$ cat src/rtl/turbo_ctrl_pkg.sv
// Package: shared types for the turbo iteration sequencer.
// Assumes: nothing beyond IEEE 1800-2017.
package turbo_ctrl_pkg;

    // Sequencer phases; each unit gets a one-cycle kick state and a wait state.
    typedef enum logic [2:0] {
        ST_IDLE    = 3'd0,
        ST_U1_KICK = 3'd1,
        ST_U1_WAIT = 3'd2,
        ST_U2_KICK = 3'd3,
        ST_U2_WAIT = 3'd4,
        ST_DRAIN   = 3'd5,
        ST_FLUSH   = 3'd6
    } seq_state_t;

    // Number of soft-in soft-out units handled by the sequencer.
    localparam int NUM_UNITS = 2;

endpackage

$ cat src/rtl/tdc_iter_count.sv
// Module: tdc_iter_count
// Does: captures the iteration limit at block start (0 becomes 1) and counts
//       half iterations (one per accepted done) and full iterations.
// Assumes: load_i and half_step_i are never high together; half_step_i comes
//          only from accepted done flags.
module tdc_iter_count #(
    parameter int ITER_W = 4
) (
    input  logic              clk,
    input  logic              rst_n,
    input  logic              load_i,
    input  logic [ITER_W-1:0] limit_i,
    input  logic              half_step_i,
    output logic              first_iter_o,
    output logic              final_iter_o
);

    localparam logic [ITER_W-1:0] ONE = ITER_W'(1);

    logic [ITER_W-1:0] lim_q;
    logic [ITER_W-1:0] full_q;
    logic              half_q;

    // Capture the limit, then advance the half/full iteration counters.
    always_ff @(posedge clk) begin
        if (!rst_n) begin
            lim_q  <= ONE;
            full_q <= '0;
            half_q <= 1'b0;
        end else if (load_i) begin
            lim_q  <= (limit_i == '0) ? ONE : limit_i;
            full_q <= '0;
            half_q <= 1'b0;
        end else if (half_step_i) begin
            half_q <= ~half_q;
            if (half_q) begin
                full_q <= full_q + ONE;
            end
        end
    end

    // Flag the first iteration and the one that must end the decode.
    always_comb begin
        first_iter_o = (full_q == '0);
        final_iter_o = (full_q == (lim_q - ONE));
    end

endmodule

$ cat src/rtl/tdc_seq_fsm.sv
// Module: tdc_seq_fsm
// Does: holds the sequencer phase and moves it on block start, on the done
//       flag of the unit currently being waited on, and at the end of readout.
// Assumes: done flags are sampled only in the matching wait state; all other
//          done flags are dropped here.
module tdc_seq_fsm
    import turbo_ctrl_pkg::*;
(
    input  logic       clk,
    input  logic       rst_n,
    input  logic       blk_start_i,
    input  logic       u1_done_i,
    input  logic       u2_done_i,
    input  logic       final_iter_i,
    input  logic       last_take_i,
    output seq_state_t state_o,
    output logic       accept_o,
    output logic       half_step_o
);

    seq_state_t state_q;
    seq_state_t state_d;

    // Compute the next phase from the current phase and the qualified events.
    always_comb begin
        state_d = state_q;
        unique case (state_q)
            ST_IDLE:    if (blk_start_i)  state_d = ST_U1_KICK;
            ST_U1_KICK: state_d = ST_U1_WAIT;
            ST_U1_WAIT: if (u1_done_i)    state_d = ST_U2_KICK;
            ST_U2_KICK: state_d = ST_U2_WAIT;
            ST_U2_WAIT: if (u2_done_i)    state_d = final_iter_i ? ST_DRAIN : ST_U1_KICK;
            ST_DRAIN:   if (last_take_i)  state_d = ST_FLUSH;
            ST_FLUSH:   state_d = ST_IDLE;
            default:    state_d = ST_IDLE;
        endcase
    end

    // Register the phase.
    always_ff @(posedge clk) begin
        if (!rst_n) begin
            state_q <= ST_IDLE;
        end else begin
            state_q <= state_d;
        end
    end

    // Report the accepted block start and each accepted done.
    always_comb begin
        state_o     = state_q;
        accept_o    = (state_q == ST_IDLE) && blk_start_i;
        half_step_o = ((state_q == ST_U1_WAIT) && u1_done_i) ||
                      ((state_q == ST_U2_WAIT) && u2_done_i);
    end

endmodule

$ cat src/rtl/tdc_slicer.sv
// Module: tdc_slicer
// Does: takes final soft values while readout is open, decides each bit by
//       its sign, and marks the BLK_LEN-th bit as last.
// Assumes: soft values are two's complement; clear_i comes before each block.
module tdc_slicer #(
    parameter int LLR_W   = 8,
    parameter int BLK_LEN = 16
) (
    input  logic             clk,
    input  logic             rst_n,
    input  logic             clear_i,
    input  logic             drain_i,
    input  logic [LLR_W-1:0] llr_i,
    input  logic             llr_vld_i,
    output logic             last_take_o,
    output logic             bit_o,
    output logic             bit_vld_o,
    output logic             bit_last_o
);

    localparam int            CNT_W   = $clog2(BLK_LEN + 1);
    localparam logic [CNT_W-1:0] LAST_IDX = CNT_W'(BLK_LEN - 1);

    logic [CNT_W-1:0] cnt_q;
    logic             take;

    // Qualify a sample and detect the one that closes the block.
    always_comb begin
        take        = drain_i && llr_vld_i;
        last_take_o = take && (cnt_q == LAST_IDX);
    end

    // Count accepted samples within the block.
    always_ff @(posedge clk) begin
        if (!rst_n) begin
            cnt_q <= '0;
        end else if (clear_i) begin
            cnt_q <= '0;
        end else if (take) begin
            cnt_q <= cnt_q + CNT_W'(1);
        end
    end

    // Register the sign decision with its strobe and last-bit flag.
    always_ff @(posedge clk) begin
        if (!rst_n) begin
            bit_o      <= 1'b0;
            bit_vld_o  <= 1'b0;
            bit_last_o <= 1'b0;
        end else begin
            bit_o      <= take ? llr_i[LLR_W-1] : 1'b0;
            bit_vld_o  <= take;
            bit_last_o <= last_take_o;
        end
    end

endmodule

$ cat src/rtl/turbo_iter_ctrl.sv
// Module: turbo_iter_ctrl (top)
// Does: alternates start/done handshakes between two soft-in soft-out units,
//       drives the interleave/deinterleave routing selects, runs a programmable
//       number of full iterations, then hard-decides the final soft stream.
// Assumes: the input buffer is loaded before blk_start; the units raise done
//          only after their start pulse; the deinterleaver streams the final
//          values while drain_sel is high.
module turbo_iter_ctrl
    import turbo_ctrl_pkg::*;
#(
    parameter int LLR_W   = 8,
    parameter int ITER_W  = 4,
    parameter int BLK_LEN = 16
) (
    input  logic              clk,
    input  logic              rst_n,
    input  logic              blk_start,
    input  logic [ITER_W-1:0] iter_limit,
    output logic              siso1_start,
    input  logic              siso1_done,
    output logic              siso2_start,
    input  logic              siso2_done,
    output logic              fwd_sel,
    output logic              back_sel,
    output logic              drain_sel,
    input  logic [LLR_W-1:0]  llr_in,
    input  logic              llr_vld,
    output logic              bit_out,
    output logic              bit_vld,
    output logic              bit_last,
    output logic              busy
);

    seq_state_t            state;
    logic                  accept;
    logic                  half_step;
    logic                  first_iter;
    logic                  final_iter;
    logic                  last_take;
    logic [NUM_UNITS-1:0]  kick_vec;
    logic [NUM_UNITS-1:0]  phase_vec;

    // Phase sequencing.
    tdc_seq_fsm u_fsm (
        .clk          (clk),
        .rst_n        (rst_n),
        .blk_start_i  (blk_start),
        .u1_done_i    (siso1_done),
        .u2_done_i    (siso2_done),
        .final_iter_i (final_iter),
        .last_take_i  (last_take),
        .state_o      (state),
        .accept_o     (accept),
        .half_step_o  (half_step)
    );

    // Iteration limit and counters.
    tdc_iter_count #(.ITER_W(ITER_W)) u_cnt (
        .clk          (clk),
        .rst_n        (rst_n),
        .load_i       (accept),
        .limit_i      (iter_limit),
        .half_step_i  (half_step),
        .first_iter_o (first_iter),
        .final_iter_o (final_iter)
    );

    // Final readout and sign slicing.
    tdc_slicer #(.LLR_W(LLR_W), .BLK_LEN(BLK_LEN)) u_slc (
        .clk         (clk),
        .rst_n       (rst_n),
        .clear_i     (accept),
        .drain_i     (drain_sel),
        .llr_i       (llr_in),
        .llr_vld_i   (llr_vld),
        .last_take_o (last_take),
        .bit_o       (bit_out),
        .bit_vld_o   (bit_vld),
        .bit_last_o  (bit_last)
    );

    // Per-unit kick and phase decode; unit g owns kick state 1+2g and wait state 2+2g.
    for (genvar g = 0; g < NUM_UNITS; g++) begin : g_unit
        localparam seq_state_t KICK_ST = seq_state_t'(3'(1 + 2 * g));
        localparam seq_state_t WAIT_ST = seq_state_t'(3'(2 + 2 * g));
        always_comb begin
            kick_vec[g]  = (state == KICK_ST);
            phase_vec[g] = (state == KICK_ST) || (state == WAIT_ST);
        end
    end

    // Drive handshakes, routing selects and busy from the phase.
    always_comb begin
        siso1_start = kick_vec[0];
        siso2_start = kick_vec[1];
        fwd_sel     = phase_vec[1];
        back_sel    = phase_vec[0] && !first_iter;
        drain_sel   = (state == ST_DRAIN);
        busy        = (state != ST_IDLE);
    end

endmodule

$ cat config.mk
export PLATFORM = sky130hd
export DESIGN_NAME = turbo_iter_ctrl
export DESIGN_NICKNAME = d
export VERILOG_FILES = /design/src/rtl/turbo_ctrl_pkg.sv /design/src/rtl/tdc_iter_count.sv /design/src/rtl/tdc_seq_fsm.sv /design/src/rtl/tdc_slicer.sv /design/src/rtl/turbo_iter_ctrl.sv
export SDC_FILE = /design/constraint.sdc
export NUM_CORES = 1
export LEC_CHECK = 0
export ABC_CLOCK_PERIOD_IN_PS = 2300
export BUFFER_PORTS_ARGS = -buffer_cell sky130_fd_sc_hd__buf_2
export CAP_MARGIN = 20
export CORE_MARGIN = 2
export CORE_UTILIZATION = 55
export CTS_CLUSTER_SIZE = 25
export DETAILED_ROUTE_END_ITERATION = 8
export GPL_TIMING_DRIVEN = 0
export PLACE_DENSITY = 0.81
export SLEW_MARGIN = 20
export SYNTH_ARGS = -nofsm -noshare
export SYNTH_HDL_FRONTEND = slang
export SYNTH_SLANG_ARGS = --single-unit
export TNS_END_PERCENT = 5
$ cat constraint.sdc
create_clock -name clk -period 2.3 [get_ports clk]
set_clock_uncertainty 0.05 [all_clocks]
set_input_delay 0.23 -clock clk [delete_from_list [all_inputs] [get_ports clk]]
set_output_delay 0.23 -clock clk [all_outputs]
set_load 0.01 [all_outputs]
==> results by group <==
Status
  – Status: completed

Clocking
  – Clk sinks: 20
  – Hold_buf cts: 0
  – Max H-tree Level: 1
  – CTS-repair resized insts: 0
  – Total CTS buffers: 3
  – Clk slew on worst S/H paths: 0.11 ns
  – Worst skew pair latency: 0.31 ns
  – CTS Buffer Depth: 2
  – CTS tree: yes
  – Root buffer cell: clkbuf_4
  – Setup bufs post-CTS: 0

Timing
  – Hold WS: roughly 0.11 ns
  – Minimum clock period: ~1.8 ns
  – Final setup viols: 0
  – Fin. Hold Viols: 0
  – Slew of the pin with the lowest slew margin: 0.3928 ns
  – Max-slew violation count: 0
  – Final WS setup: between 0.5 and 0.6 ns
  – Max_slew headroom: 73.81%
  – RSZ-0062 raised after global routing: no
  – F_max: between 500 and 600 MHz
  – Setup_tns: 0 ns
  – Tcrit/Tclk final: 77.96%

Worst setup path
  – Crit-path max FO: 10
  – CP cell instances: buf_2, nand2b_1, a221oi_1, buf_2
  – Worst R2R Setup Slack: ~0.85 ns
  – Setup crit start: u_fsm.state_o[0]
  – Most common cell on crit path: buf_2
  – Crit Path Category: flop to primary output
  – Slowest stage delay, CP: roughly 0.39 ns
  – Crit start category: flop
  – Worst r2r dst: u_fsm.state_o[0]
  – Critical Path AT: roughly 1.5 ns
  – Worst setup path endpoint: back_sel
  – Critical Path End Type: primary output
  – FF-to-FF path depth: 7
  – CP Data Required Time: 2.02 ns
  – FF-to-FF Start: u_slc.cnt_q[0]
  – Slowest cell on the critical path: dfxtp_1

Placement
  – Placement-stage cell area: between 1000 and 1500 µm²
  – Worst slack, placed: 0.8555 ns
  – IO Port Bufs: 19
  – Routability congestion estimate: 0.8171
  – DP Wirelength: 1654 µm

Global routing
  – Largest net degree at the start of global routing: 12
  – Initial antenna violation count: 0
  – Tot GR Track Use: between 20% and 30%
  – Total gr overflow: 0
  – Global-route wire length before repair: roughly 3200 µm
  – Vias in the first global route: around 810

Finish
  – Finished Cell Area: around 1200 µm²
  – Fin nets: 167
  – Final Util: slightly below 70%
  – Area Overhead vs Synth: 15.15%
  – Layout cell share with drive strength beyond 1: between 20% and 30%
  – Fill count: 150
  – Multi-input logic area: between 600 and 700 µm²
  – Reg area: between 400 and 500 µm²
  – Inserted Diodes: 0

Route
  – Post-Route WL: between 2000 and 2500 µm
  – Vias/cell: between 5 and 6
  – Initial DRC Count: 13
  – Antenna Nets Post-Route: 0
  – Wire per inst: about 12 µm
  – First-pass DRT Iterations: 4
  – Total number of vias: between 800 and 900
  – DRC: 0

Logic synthesis
  – Synthesis Warnings: 0
  – Cell variety after synth: 39
  – Synthesized area per cell: just under 9 µm²
  – Top FF cell, synth: dfxtp_1
  – Sequential element share of the synthesized area: between 30 and 40%
  – Post-synth EDFFs: 0
  – Mapped Area: approximately 1100 µm²
  – Synthesized Nets: ~140
  – #FFs+latches synth: 20
  – Post-synth ARST share: 0%
  – Post-Syn Instances: between 100 and 150

Die
  – Width of the chip: 48.18 µm
  – Starting density of the core: approximately 60%
  – Die Y: between 40 and 50 µm
  – Core ar.: between 1500 and 2000 µm²
  – I/O pin cnt: 27
  – Cell row count: 15
  – Die Footprint: ~2300 µm²

Power and ir drop
  – Power density cells: 607.7 nW/µm²
  – Leakage power: about 0.53 nW
  – Worst IR Drop VDD: around 400 µV

Worst hold path
  – Worst Hold Class: primary input to flop

Run
  – Max Cap Viol: 0
-- layer usage --
layer	GRT usage, %	share of wire (%)	vias to the layer above
met5	0	0	-
met2	36.58	51	11
met3	6.667	2.7	4
met1	23.48	45	422
li1	-	-	458
met4	6.486	1.0	0
-- stage by stage --
step                      power (W)  cells
after floorplan           0.0005062    120
after detailed placement  0.0005541    164
after CTS                 0.0007563    168
after global routing      0.0007855    168
final                     0.0007512    168
after global placement    0.0005470    164
-- where the power goes --
group | switching, W | internal [W] | total, W
registers | 0.0000149 | 0.000363 | 0.000377
logic | 0.0000958 | 0.0000727 | 0.000168
clock network | 0.000109 | 0.0000967 | 0.000205
-- worst max-delay path, delay by kind of cell (launching register included) --
family	cells	cell delay (ns)
simple gates	1	0.13
buf+inv	2	0.40
flops	1	0.39
compound gates	1	0.28
-- cells in the mapped netlist, drive strengths merged (2+ instances only) --
cell / number / area share, %
nor3: 4 / 2.3
a21oi: 4 / 2.9
nand2b: 4 / 2.3
nand2: 12 / 4.9
o21ai: 4 / 1.9
nand3: 2 / 1.4
dfxtp: 20 / 37
inv: 6 / 2.1
nand3b: 3 / 2.1
a21boi: 4 / 2.8
ha: 5 / 5.8
xnor2: 8 / 6.5
buf: 4 / 2.3
a211oi: 2 / 1.9
mux2i: 2 / 1.9
xor2: 5 / 4.1
nor2: 13 / 5.0
and3: 4 / 2.3
nand4: 2 / 1.2
-- final cells by class --
cell class / instances / area share, %
flip-flops and latches: 20 / 32.39
multi-input cells: 89 / 50.30
repair buffers: 19 / 7.692
clock buffers: 4 / 2.935
inverters: 6 / 1.822
well taps: 25 / 2.530
plain buffers: 5 / 2.328
-- kinds of logic (layout without fill, tap and decap cells) --
kind of cell,Yosys count,after routing,share of synthesized area [%]
adders and majority gates,5,5,5.828
DFF,20,20,37.30
xor gates and xnor gates,13,13,10.61
AOI/OAI and AO/OA,21,21,15.15
buffers and inverters,11,34,4.778
and+or+nand+nor,48,48,24.47
muxes,2,2,1.865
-- worst min-delay path by stage --
stage | from | to | slack (ns) | cells after the start
floorplan | iter_limit[1] | u_cnt.lim_q[1] | 0.31 | 2
detailed placement | u_cnt.lim_q[3] | u_cnt.lim_q[3] | 0.41 | 2
CTS | iter_limit[2] | u_cnt.lim_q[2] | 0.11 | 3
global route | iter_limit[2] | u_cnt.lim_q[2] | 0.12 | 3
global placement | u_cnt.lim_q[3] | u_cnt.lim_q[3] | 0.41 | 2
finish | llr_in[7] | u_slc.bit_o | 0.11 | 2
-- sequential cells by signal, summed over array words and instances, names as in the netlist --
name,cells
u_slc.cnt_q,5
u_cnt.lim_q,4
u_slc.bit_last_o,1
u_cnt.half_q,1
u_slc.bit_o,1
u_fsm.state_o,3
u_slc.bit_vld_o,1
u_cnt.full_q,4
-- cells in the final DEF, fill, tap and decap left out, types with 2 or more instances in the layout --
cell and instances:
and3_1 4, dfxtp_1 20, nand2_1 11, buf_2 21
xnor2_1 8, clkbuf_4 3, nor2_2 2, a21oi_1 3
ha_1 5, buf_4 2, a21boi_1 3, nor3_1 3
mux2i_1 2, o21ai_0 4, nand2b_1 4, inv_1 6
nand3b_1 3, nand4_1 2, xor2_1 5, nor2_1 11
Power figures use the tool's default switching activity.
